==> config.mk <==
export PLATFORM = sky130hd
export DESIGN_NAME = trp_ret_unit
export DESIGN_NICKNAME = d
export VERILOG_FILES = /design/src/rtl/trp_pkg.sv /design/src/rtl/trp_pc_sel.sv /design/src/rtl/trp_check.sv /design/src/rtl/trp_update.sv /design/src/rtl/trp_ret_unit.sv
export SDC_FILE = /design/constraint.sdc
export NUM_CORES = 1
export LEC_CHECK = 0
export ABC_CLOCK_PERIOD_IN_PS = 1500
export BUFFER_PORTS_ARGS = -buffer_cell sky130_fd_sc_hd__buf_2
export CAP_MARGIN = 20
export CORE_UTILIZATION = 49
export CTS_BUF_LIST = sky130_fd_sc_hd__clkbuf_8
export DETAILED_ROUTE_END_ITERATION = 10
export HOLD_SLACK_MARGIN = 0.12
export PLACE_DENSITY = 0.86
export SLEW_MARGIN = 20
export SYNTH_ARGS = -nofsm -noshare
export SYNTH_HDL_FRONTEND = slang
export SYNTH_SLANG_ARGS = --single-unit
==> constraint.sdc <==
create_clock -name clk -period 1.5 [get_ports clk]
set_clock_uncertainty 0.1 [all_clocks]
set_input_delay 0.45 -clock clk [delete_from_list [all_inputs] [get_ports clk]]
set_output_delay 0.45 -clock clk [all_outputs]
set_load 0.02 [all_outputs]
==> src/rtl/trp_pkg.sv <==
package trp_pkg;

    localparam logic [1:0] PRIV_U = 2'd0;
    localparam logic [1:0] PRIV_S = 2'd1;
    localparam logic [1:0] PRIV_M = 2'd3;

    localparam logic       RET_M  = 1'b0;
    localparam logic       RET_S  = 1'b1;

    localparam int         CODE_W = 5;
    localparam logic [CODE_W-1:0] EXC_MISALIGN = 5'd0;
    localparam logic [CODE_W-1:0] EXC_ILLEGAL  = 5'd2;
    localparam logic [CODE_W-1:0] EXC_VIRT     = 5'd22;

    // LSB first: mie at bit 0 ... virt at bit 14
    typedef struct packed {
        logic       virt;
        logic [1:0] priv;
        logic       vtsr;
        logic       tsr;
        logic       spv;
        logic       spp;
        logic       spie;
        logic       sie;
        logic       mprv;
        logic       mpv;
        logic [1:0] mpp;
        logic       mpie;
        logic       mie;
    } hart_stat_t;

    localparam int STAT_W = $bits(hart_stat_t);

    typedef struct packed {
        logic              fault;
        logic [CODE_W-1:0] code;
    } verdict_t;

endpackage

==> src/rtl/trp_pc_sel.sv <==
module trp_pc_sel #(
    parameter int XLEN = 32
) (
    input  logic            kind,
    input  logic [XLEN-1:0] mepc,
    input  logic [XLEN-1:0] sepc,
    output logic [XLEN-1:0] pc_out,
    output logic            pc_bit1
);
    import trp_pkg::*;

    logic [XLEN-1:0] epc_sel;

    always_comb begin
        epc_sel = (kind == RET_S) ? sepc : mepc;
        pc_out  = {epc_sel[XLEN-1:1], 1'b0};
        pc_bit1 = epc_sel[1];
    end
endmodule

==> src/rtl/trp_check.sv <==
module trp_check #(
    parameter bit HAS_C = 1'b1
) (
    input  logic                kind,
    input  trp_pkg::hart_stat_t stat,
    input  logic                pc_bit1,
    output trp_pkg::verdict_t   verdict
);
    import trp_pkg::*;

    logic misal;

    generate
        if (HAS_C) begin : g_cmp
            assign misal = 1'b0;
            logic unused_bit;
            assign unused_bit = pc_bit1;
        end else begin : g_nocmp
            assign misal = pc_bit1;
        end
    endgenerate

    always_comb begin
        verdict = '0;
        if (kind == RET_M) begin
            if (stat.priv != PRIV_M) begin
                verdict.fault = 1'b1;
                verdict.code  = EXC_ILLEGAL;
            end else if (misal) begin
                verdict.fault = 1'b1;
                verdict.code  = EXC_MISALIGN;
            end
        end else begin
            if (stat.priv < PRIV_S) begin
                verdict.fault = 1'b1;
                verdict.code  = EXC_ILLEGAL;
            end else if (misal) begin
                verdict.fault = 1'b1;
                verdict.code  = EXC_MISALIGN;
            end else if (stat.tsr && (stat.priv != PRIV_M)) begin
                verdict.fault = 1'b1;
                verdict.code  = EXC_ILLEGAL;
            end else if (stat.virt && stat.vtsr) begin
                verdict.fault = 1'b1;
                verdict.code  = EXC_VIRT;
            end
        end
    end
endmodule

==> src/rtl/trp_update.sv <==
module trp_update #(
    parameter bit HAS_U = 1'b1,
    parameter bit HAS_H = 1'b1
) (
    input  logic                kind,
    input  trp_pkg::hart_stat_t stat,
    output trp_pkg::hart_stat_t stat_new
);
    import trp_pkg::*;

    localparam logic [1:0] MPP_AFTER = HAS_U ? PRIV_U : PRIV_M;

    always_comb begin
        stat_new = stat;
        if (kind == RET_M) begin
            stat_new.mie  = stat.mpie;
            stat_new.mpie = 1'b1;
            stat_new.mpp  = MPP_AFTER;
            stat_new.mpv  = 1'b0;
            stat_new.priv = stat.mpp;
            stat_new.virt = HAS_H && stat.mpv && (stat.mpp != PRIV_M);
            if (stat.mpp != PRIV_M) begin
                stat_new.mprv = 1'b0;
            end
        end else begin
            stat_new.sie  = stat.spie;
            stat_new.spie = 1'b1;
            stat_new.spp  = 1'b0;
            stat_new.mprv = 1'b0;
            stat_new.priv = {1'b0, stat.spp};
            if (HAS_H && !stat.virt) begin
                stat_new.virt = stat.spv;
                stat_new.spv  = 1'b0;
            end
        end
    end
endmodule

==> src/rtl/trp_ret_unit.sv <==
module trp_ret_unit
    import trp_pkg::*;
#(
    parameter int XLEN  = 32,
    parameter bit HAS_U = 1'b1,
    parameter bit HAS_H = 1'b1,
    parameter bit HAS_C = 1'b1
) (
    input  logic              clk,
    input  logic              rst_n,
    input  logic              ld_en,
    input  logic [14:0]       ld_stat,
    input  logic [XLEN-1:0]   ld_mepc,
    input  logic [XLEN-1:0]   ld_sepc,
    input  logic              ret_req,
    input  logic              ret_kind,
    output logic              ret_done,
    output logic              ret_fault,
    output logic [4:0]        ret_code,
    output logic [XLEN-1:0]   ret_pc,
    output logic [14:0]       cur_stat
);

    typedef struct packed {
        hart_stat_t        stat;
        logic [XLEN-1:0]   mepc;
        logic [XLEN-1:0]   sepc;
        logic              done;
        logic              fault;
        logic [CODE_W-1:0] code;
        logic [XLEN-1:0]   pc;
    } unit_state_t;

    unit_state_t st_d, st_q;
    hart_stat_t  ld_legal;
    hart_stat_t  upd_stat;
    verdict_t    verdict;
    logic [XLEN-1:0] sel_pc;
    logic        sel_bit1;

    // load legalisation: without hypervisor support no virt bit may be set
    generate
        if (HAS_H) begin : g_hyp
            assign ld_legal = hart_stat_t'(ld_stat);
        end else begin : g_nohyp
            hart_stat_t raw;
            always_comb begin
                raw       = hart_stat_t'(ld_stat);
                ld_legal  = raw;
                ld_legal.virt = 1'b0;
                ld_legal.spv  = 1'b0;
                ld_legal.mpv  = 1'b0;
            end
        end
    endgenerate

    trp_pc_sel #(.XLEN(XLEN)) u_pc (
        .kind    (ret_kind),
        .mepc    (st_q.mepc),
        .sepc    (st_q.sepc),
        .pc_out  (sel_pc),
        .pc_bit1 (sel_bit1)
    );

    trp_check #(.HAS_C(HAS_C)) u_chk (
        .kind    (ret_kind),
        .stat    (st_q.stat),
        .pc_bit1 (sel_bit1),
        .verdict (verdict)
    );

    trp_update #(.HAS_U(HAS_U), .HAS_H(HAS_H)) u_upd (
        .kind     (ret_kind),
        .stat     (st_q.stat),
        .stat_new (upd_stat)
    );

    always_comb begin
        st_d       = st_q;
        st_d.done  = 1'b0;
        st_d.fault = 1'b0;
        st_d.code  = '0;
        st_d.pc    = '0;
        if (ld_en) begin
            st_d.stat = ld_legal;
            st_d.mepc = ld_mepc;
            st_d.sepc = ld_sepc;
        end else if (ret_req) begin
            st_d.done  = 1'b1;
            st_d.fault = verdict.fault;
            st_d.code  = verdict.code;
            if (!verdict.fault) begin
                st_d.stat = upd_stat;
                st_d.pc   = sel_pc;
            end
        end
    end

    always_ff @(posedge clk or negedge rst_n) begin
        if (!rst_n) begin
            st_q           <= '0;
            st_q.stat.priv <= PRIV_M;
        end else begin
            st_q <= st_d;
        end
    end

    assign ret_done  = st_q.done;
    assign ret_fault = st_q.fault;
    assign ret_code  = st_q.code;
    assign ret_pc    = st_q.pc;
    assign cur_stat  = st_q.stat;

    // ---------------- assertions ----------------
    hart_stat_t cs;
    assign cs = hart_stat_t'(cur_stat);

    p_load_wins_r2: assert property (@(posedge clk) disable iff (!rst_n)
        $past(ld_en) |-> !ret_done);

    p_done_after_req_r3: assert property (@(posedge clk) disable iff (!rst_n)
        ret_done |-> $past(ret_req && !ld_en));

    p_fault_in_done_r3: assert property (@(posedge clk) disable iff (!rst_n)
        ret_fault |-> ret_done);

    p_pc_even_r3: assert property (@(posedge clk) disable iff (!rst_n)
        ret_done |-> !ret_pc[0]);

    p_mret_below_m_r4: assert property (@(posedge clk) disable iff (!rst_n)
        (ret_done && $past(ret_kind == RET_M && cs.priv != PRIV_M))
        |-> (ret_fault && ret_code == EXC_ILLEGAL));

    p_mret_fields_r6: assert property (@(posedge clk) disable iff (!rst_n)
        (ret_done && !ret_fault && $past(ret_kind == RET_M))
        |-> (cs.mpie && !cs.mpv));

    p_sret_fields_r8: assert property (@(posedge clk) disable iff (!rst_n)
        (ret_done && !ret_fault && $past(ret_kind == RET_S))
        |-> (cs.spie && !cs.spp && !cs.mprv && cs.priv != PRIV_M));

    p_fault_keeps_state_r10: assert property (@(posedge clk) disable iff (!rst_n)
        (ret_done && ret_fault) |-> $stable(cur_stat));

endmodule

==> impl_metrics.json, run 1 <==
{
  "fillers": 723,
  "grt_pass1_vias": 3178,
  "gp_congestion": 0.893,
  "path_cells": "buf_12 -> buf_8",
  "grt_usage_pct": 19.9,
  "dieArea_um2": 10500,
  "yosys_warnings": 0,
  "yosysSeqAreaShare_pct": 56.5,
  "hp-class": "in -> reg",
  "area_delta_synth_final_pct": 27.8,
  "grt_max_degree": 43,
  "utilization_pct": 64.3,
  "maxCapViolCount": 0,
  "syn-instance-count": 375,
  "dpl.cell_count": 592,
  "drtPass1Iterations": 4,
  "timing.final.hold_violations": 0,
  "root_buffer": "clkbuf_8",
  "setup_violations": 48,
  "die_w_um": 102,
  "worstPathArrival_ns": 1.14,
  "crit_type": "reg -> out",
  "grt_pass1_wl_um": 15500,
  "overflow": 0,
  "drv_slew": 0,
  "ctsLongestPathBuffers": 2,
  "min_to": "st_q[92]$_DFFE_PN0P_",
  "drt_iter0_markers": 96,
  "power_density_nw_per_um2": 1000,
  "hold_path_depth": 2,
  "final_cells": 635,
  "die_h_um": 102,
  "portBuffers": 132,
  "critPathMaxStageDelay_ns": 0.57,
  "dpl.hpwl_um": 6870,
  "cts_tree": "built",
  "drc_errors": 0,
  "violations": "setup timing",
  "antenna_cells": 0,
  "ios": 138,
  "finalCritPeriodShare_pct": 112,
  "avgRoutedWirePerCell_um": 16.7,
  "initial_core_util_pct": 50.4,
  "rows": 36,
  "pre_cts_slack_ns": -0.143,
  "yosysTopAreaCell": "dfrtp_1",
  "reg2reg_slack_ns": -0.18,
  "placed_area_um2": 5530,
  "start_kind": "flop",
  "vdd.ir_drop.worst_mv": 0.457,
  "path_clk_slew_ns": 0.10,
  "drt_wl_total_um": 10600,
  "final_common_cell": "buf_2",
  "cts_sinks": 111,
  "cts_buffers": 9,
  "min_from": "ld_mepc[21]",
  "endpoint_kind": "primary output",
  "crit_slowest_cell": "dfstp_2",
  "fin_crit_ns": 1.69,
  "avgSynthCellArea_um2": 13.1,
  "num_vias": 3237,
  "fin_ws_ns": -0.187,
  "yosysTopAreaCellShare_pct": 55.4,
  "ctsHtreeMaxLevel": 3,
  "synth_area_leaders": "dfrtp_1, mux2_2, buf_4, mux2i_1, nor2_1",
  "p_leak_uw": 0.00304,
  "synth_cell_types": 39,
  "outcome": "finished with violations",
  "rsz0062_at_grt": "true",
  "coreArea_um2": 9770,
  "reg2reg_to": "cur_stat[6]$_DFFE_PN0P_",
  "synth_area_um2": 4920,
  "cp_max_fo": 2,
  "final_cell_mix": "buf_2, dfrtp_1, mux2_2",
  "required_ns": 0.95,
  "routed_via_density": 5.10,
  "fmax_ghz": 0.593,
  "design_area_um2": 6290,
  "synth.ff_latch_count": 111,
  "antenna_found_initial": 1,
  "ant_nets": 0,
  "clk_latency_ns": 0.36,
  "timing.rr.start": "cur_stat[10]$_DFFE_PN0P_",
  "post_route_cells_drive_above_1_share_pct": 59.4,
  "rr_worst_depth": 6,
  "nets": 581
}
kinds of logic after synthesis:
family / count (synthesis) / synth area share (%)
flip-flops: 111 / 56.5
multiplexers: 96 / 21.1
buffers and inverters: 71 / 10.3
AND/OR/NAND/NOR: 65 / 6.79
AO/OA/AOI/OAI: 31 / 5.21
other: 1 / 0.0762
how the worst max path moves through the flow:
| stage | start | to | slack (ns) |
|---|---|---|---|
| after floorplan | ret_kind | ret_pc[10]$_DFF_PN0_ | -0.01 |
| after global placement | ret_kind | cur_stat[9]$_DFFE_PN0P_ | -0.07 |
| after detailed placement | cur_stat[12]$_DFFE_PN1P_ | cur_stat[9]$_DFFE_PN0P_ | -0.14 |
| after CTS | cur_stat[13]$_DFFE_PN1P_ | cur_stat[13] | -0.20 |
| after global routing | cur_stat[10]$_DFFE_PN0P_ | cur_stat[6]$_DFFE_PN0P_ | -0.24 |
| final | cur_stat[13]$_DFFE_PN1P_ | cur_stat[13] | -0.19 |
synth_stat cells:
cell type  count
a21boi_0       1
o31ai_1        2
inv_1          1
o211ai_1       1
nor3b_1        1
buf_4         54
a21bo_2        1
buf_2         12
and2b_1        1
clkbuf_1       1
o21ai_0        7
o41ai_1        3
conb_1         1
a31o_4         1
nand4_1        2
mux2i_1       32
nor2_4         1
nand2_1       10
o21ai_1        1
a21oi_1        3
o31a_1         2
mux2_2        64
a41o_1         1
nand3_4        1
nand2b_1       8
and3b_1        1
buf_6          3
a41oi_1        1
a31oi_4        1
a21oi_4        2
dfstp_2        2
a21o_2         1
a31oi_1        3
nor2_1        33
and3_1         1
nor2b_1        4
dfrtp_1      109
nor4_4         1
nor3_1         1
worst max-delay path, delay by kind of cell (launching register included):
family,cells,cell delay [ns]
buf+inv,2,0.21
flops,1,0.57
what timing repair did:
action	4_1_cts	5_1_grt
endpoints found under the setup margin	55	65
hold buffers	1	0
setup buffers	18	7
gates resized for setup	46	53
pin swaps	17	18
endpoints found under the hold margin	17	0
cloned	1	0
routing by layer:
metal  share of wire (%)  track usage (%)
met1                  39             24.2
met2                  53             33.4
met3                 6.0             4.58
met4                 2.0             10.2
met5                0.12                0
power breakdown:
part / internal (uW) / switching [uW] / leakage, uW / total, uW
registers: 3240 / 142 / 0.00137 / 3380
clock network: 589 / 960 / 0.0000799 / 1550
logic: 710 / 669 / 0.00159 / 1380
total: 4540 / 1770 / 0.00304 / 6310
final cells by class:
type | count | area, um2 | share of cell area, %
multi-input cells | 195 | 1850 | 29.4
well taps | 133 | 166 | 2.65
flip-flops and latches | 111 | 2780 | 44.3
repair buffers | 179 | 1320 | 21.0
clock inverters | 7 | 42.5 | 0.676
inverters | 1 | 3.75 | 0.0597
clock buffers | 9 | 124 | 1.97
sequential cells by signal, summed over array words and instances, names as in the netlist:
name,count
ret_pc,31
ret_code,2
cur_stat,15
ret_done,1
st_q,62
per-stage QoR:
step / hold slack [ns] / TNS [ns] / power, uW
after global placement: 0.261 / -1.64 / 4430
final: 0.207 / -5.54 / 6310
after floorplan: 0.0544 / -0.194 / 4130
after detailed placement: 0.260 / -3.51 / 4480
after global routing: 0.185 / -8.55 / 6620
after CTS: 0.175 / -5.42 / 6240
Note: power is estimated with default switching activity, not from simulation.
==> inputs of run 2 (changes only) <==
- SKIP_CTS_REPAIR_TIMING: default -> 1
==> run 2 against run 1 <==
Net effect: the run still ends with setup timing left; wire length fell by 3.1%; sequential power about the same; final area down 1.6%; critical path depth unchanged; register-to-register slack gained 0.03 ns; sequential cell count is the same; count of clock-buffer cells in the layout is the same; utilization decreased by 1.0 points; sequential share of layout area is 0.71 points higher; first-iteration DRC count rose by 1.0%.
==> impl_metrics.json, run 2 (synthesis gave the netlist of run 1 again) <==
{
  "outcome": "finished with violations",
  "violations": "setup timing",
  "critPathMaxStageDelay_ns": 0.59,
  "drt_iter0_markers": 97,
  "nets": 571,
  "worstPathArrival_ns": 1.17,
  "p_int_uw": 4490,
  "avgRoutedWirePerCell_um": 16.4,
  "cts_sinks": 111,
  "hp-class": "in -> reg",
  "clk_latency_ns": 0.36,
  "grt_max_degree": 43,
  "rr_worst_depth": 5,
  "area_delta_synth_final_pct": 25.7,
  "endpoint_kind": "primary output",
  "utilization_pct": 63.3,
  "rsz0062_at_grt": "true",
  "cts_buffers": 9,
  "path_cells": "buf_12 -> buf_8",
  "grt_usage_pct": 18.2,
  "num_vias": 3180,
  "fin_ws_ns": -0.218,
  "dieArea_um2": 10500,
  "final_common_cell": "buf_2",
  "routed_via_density": 5.09,
  "multi_input_area_um2": 1850,
  "path_clk_slew_ns": 0.10,
  "fin_crit_ns": 1.72,
  "largest_reg_flops": 62,
  "gp_congestion": 0.893,
  "seq_power_share_pct": 54.2,
  "switchingPower_uw": 1760,
  "fmax_ghz": 0.582,
  "critPathBufInv": 2,
  "cts_tree": "built",
  "largest-register": "st_q",
  "start_kind": "flop",
  "setup_violations": 49,
  "hold_path_depth": 3,
  "drc_errors": 0,
  "required_ns": 0.95,
  "antenna_found_initial": 1,
  "design_area_um2": 6190,
  "coreArea_um2": 9770,
  "post_route_cells_drive_above_1_share_pct": 58.3,
  "die_w_um": 102,
  "p_leak_uw": 0.00298,
  "die_h_um": 102,
  "grt_pass1_vias": 3018,
  "p_comb_share_pct": 20.8,
  "drt_wl_total_um": 10300,
  "antenna_cells": 0,
  "dpl.hpwl_um": 6870,
  "placed_area_um2": 5530,
  "fin_tns_setup_ns": -3.81,
  "ant_nets": 0,
  "fillers": 729,
  "rows": 36,
  "grt_pass1_wl_um": 14300,
  "timing.final.hold_violations": 0,
  "finalCritPeriodShare_pct": 115,
  "power_frac_clock_pct": 24.9,
  "total_power_uw": 6250,
  "whs_ns": 0.203,
  "overflow": 0,
  "ctsLongestPathBuffers": 2,
  "regArea_um2": 2780,
  "drtPass1Iterations": 4,
  "vdd.ir_drop.worst_mv": 0.457,
  "path_depth": 2,
  "power_density_nw_per_um2": 1010,
  "swShare_pct": 28.1,
  "ios": 138,
  "maxCapViolCount": 0,
  "root_buffer": "clkbuf_8",
  "crit_family": "flip-flops",
  "cp_max_fo": 3,
  "portBuffers": 132,
  "final_cell_mix": "buf_2, dfrtp_1, mux2_2",
  "initial_core_util_pct": 50.4,
  "drv_slew": 0,
  "ctsHtreeMaxLevel": 3,
  "crit_type": "reg -> out",
  "crit_slowest_cell": "dfstp_2"
}
-- run 2: power by group through the flow --
stage	Clock, uW	Sequential [uW]	Combinational, uW
final	1560	3390	1300
after global routing	1720	3410	1400
after CTS	1630	3390	1040
after detailed placement	0	3450	1040
after global placement	0	3430	999
after floorplan	0	3410	726
-- run 2: per-stage QoR --
stage               setup slack [ns]  instances
finish                        -0.218        625
detailed placement            -0.143        592
CTS                           -0.295        608
global placement             -0.0723        592
global route                  -0.253        625
floorplan                   -0.00968        377
-- run 2: cell type report --
| class | count | area share, % |
|---|---|---|
| Tap cell | 133 | 2.69 |
| Clock buffer | 9 | 2.00 |
| Inverter | 1 | 0.0607 |
| Clock inverter | 7 | 0.688 |
| Multi-Input combinational cell | 195 | 29.9 |
| Sequential cell | 111 | 45.0 |
| Timing Repair Buffer | 169 | 19.7 |
-- run 2: worst reg2reg max path, stage by stage, from the launching register on --
cell     delay (ns)
dfstp_2        0.59
buf_12         0.12
buf_4          0.12
a21oi_4        0.11
o31ai_1        0.40
a21oi_1        0.14
-- run 2: path summary, 6_finish.rpt --
kind	start	slack, ns	to
worst max-delay path	cur_stat[13]$_DFFE_PN1P_	-0.22	cur_stat[13]
worst min-delay path	ld_stat[3]	0.20	cur_stat[3]$_DFFE_PN0P_
worst max register to register	cur_stat[13]$_DFFE_PN1P_	-0.15	cur_stat[13]$_DFFE_PN1P_
worst min register to register	st_q[83]$_DFFE_PN0P_	0.41	st_q[83]$_DFFE_PN0P_
max in group asynchronous	rst_n	0.37	ret_pc[13]$_DFF_PN0_
min in group asynchronous	rst_n	0.41	cur_stat[8]$_DFFE_PN0P_
-- run 2: routing by layer --
metal  global-route usage [%]  vias to the layer above  wire length [um]
met2                     29.4                      132              5420
met3                     3.83                       21               546
li1                         -                     1450                 -
met5                        0                        -                13
met4                     9.34                        2               188
met1                     23.3                     1575              4100
==> inputs of run 3 (changes only) <==
- CORE_UTILIZATION: 49 -> 31
- PLACE_DENSITY: 0.86 -> 0.61
==> run 3 against run 2 <==
Net effect: the flow still finishes with violations (setup timing); critical path type unchanged; critical endpoint unchanged; sequential power hardly changed; final area is 5.3% higher; combinational power is 5% higher; global-route usage is 5.2 points lower; largest power group unchanged; register-to-register slack hardly changed; count of clock-buffer cells in the layout stayed put; via count is 1.4% lower; critical path depth stayed put.
==> impl_metrics.json, run 3 (synthesis gave the netlist of run 1 again) <==
{
  "ctsLongestPathBuffers": 2,
  "drc_errors": 0,
  "nets": 574,
  "fin_crit_ns": 1.68,
  "rsz0062_at_grt": "true",
  "rows": 45,
  "timing.final.hold_violations": 0,
  "ant_nets": 0,
  "post_route_cells_drive_above_1_share_pct": 61.3,
  "drv_slew": 0,
  "outcome": "finished with violations",
  "fillers": 1465,
  "die_h_um": 128,
  "num_vias": 3137,
  "initial_core_util_pct": 32.0,
  "largest_reg_flops": 62,
  "ios": 138,
  "fmax_ghz": 0.595,
  "die_w_um": 128,
  "cp_max_fo": 2,
  "cts_buffers": 9,
  "p_leak_uw": 0.00303,
  "vdd.ir_drop.worst_mv": 0.548,
  "grt_pass1_vias": 3181,
  "root_buffer": "clkbuf_8",
  "setup_violations": 51,
  "start_kind": "flop",
  "dieArea_um2": 16400,
  "cts_sinks": 111,
  "maxCapViolCount": 0,
  "routed_via_density": 4.45,
  "antenna_found_initial": 1,
  "drt_wl_total_um": 10800,
  "drtPass1Iterations": 4,
  "overflow": 0,
  "avgRoutedWirePerCell_um": 15.3,
  "drt_iter0_markers": 46,
  "pre_cts_slack_ns": -0.176,
  "final_cell_mix": "dfrtp_1, buf_2, mux2_2",
  "dpl.hpwl_um": 7400,
  "final_common_cell": "dfrtp_1",
  "power_density_nw_per_um2": 994,
  "endpoint_kind": "primary output",
  "clk_latency_ns": 0.38,
  "coreArea_um2": 15400,
  "ctsHtreeMaxLevel": 3,
  "violations": "setup timing",
  "crit_type": "reg -> out",
  "grt_pass1_wl_um": 16200,
  "gp_congestion": 0.858,
  "hp-class": "in -> reg",
  "fin_tns_setup_ns": -4.61,
  "utilization_pct": 42.4,
  "finalCritPeriodShare_pct": 112,
  "grt_max_degree": 44,
  "portBuffers": 132,
  "largest-register": "st_q",
  "path_clk_slew_ns": 0.10,
  "antenna_cells": 0,
  "grt_usage_pct": 13.1,
  "worstPathArrival_ns": 1.13,
  "cts_tree": "built",
  "required_ns": 0.95,
  "fin_ws_ns": -0.181,
  "area_delta_synth_final_pct": 32.4
}
[run 3: cell count changes in the layout (fill, tap and decap cells not counted), moves of 3 or more]
cell | previous run | this run
dfrtp_1 | 107 | 104
o21ai_1 | 4 | 7
dfrtp_2 | 2 | 5
buf_6 | 21 | 44
nor2_2 | 3 | 7
nor2_1 | 15 | 6
nor2_4 | 16 | 21
buf_2 | 112 | 90
buf_4 | 23 | 26
[run 3: through the flow]
step | power [uW] | instances | instance area (um2) | hold slack, ns
after CTS | 6270 | 688 | 5820 | -0.187
after global routing | 6800 | 705 | 6520 | 0.164
final | 6480 | 705 | 6520 | 0.171
after detailed placement | 4490 | 673 | 5640 | 0.255
after floorplan | 4130 | 377 | 4930 | 0.0544
after global placement | 4440 | 673 | 5640 | 0.252
[run 3: area by class of cell]
class / count / area, um2 / area share, %
Clock buffer: 9 / 124 / 1.90
Multi-Input combinational cell: 195 / 1910 / 29.3
Timing Repair Buffer: 172 / 1370 / 21.0
Clock inverter: 6 / 56.3 / 0.864
Tap cell: 211 / 264 / 4.05
Sequential cell: 111 / 2790 / 42.8
Inverter: 1 / 3.75 / 0.0576
[run 3: where the power goes]
part | internal [uW] | total (uW) | switching [uW]
Clock | 747 | 1740 | 989
Combinational | 693 | 1360 | 662
Sequential | 3240 | 3390 | 145
Total | 4680 | 6480 | 1800
[run 3: final timing paths]
| path | cells after the start | start | slack [ns] | endpoint |
|---|---|---|---|---|
| max | 2 | cur_stat[13]$_DFFE_PN1P_ | -0.18 | cur_stat[13] |
| min | 3 | ld_stat[12] | 0.17 | cur_stat[12]$_DFFE_PN1P_ |
| max reg2reg | 7 | cur_stat[12]$_DFFE_PN1P_ | -0.14 | cur_stat[14]$_DFFE_PN0P_ |
| min reg2reg | 1 | st_q[62]$_DFFE_PN0P_ | 0.41 | st_q[62]$_DFFE_PN0P_ |
| max in group asynchronous | 3 | rst_n | 0.37 | cur_stat[12]$_DFFE_PN1P_ |
| min in group asynchronous | 2 | rst_n | 0.39 | ret_code[1]$_DFF_PN0_ |
[run 3: worst max-delay path, cell delays in order, from the launching register on]
cell,delay (ns)
dfstp_2,0.55
buf_6,0.09
buf_6,0.10
[run 3: metal layers]
layer  global-route usage [%]  part of all wire [%]  wire (um)  up-vias
met5                        0                  0.10         11        -
met4                     5.81                   1.9        200        2
met3                     3.51                   5.8        624       16
met2                     21.3                    50       5400      105
met1                     16.2                    42       4570     1558
li1                         -                     -          -     1456
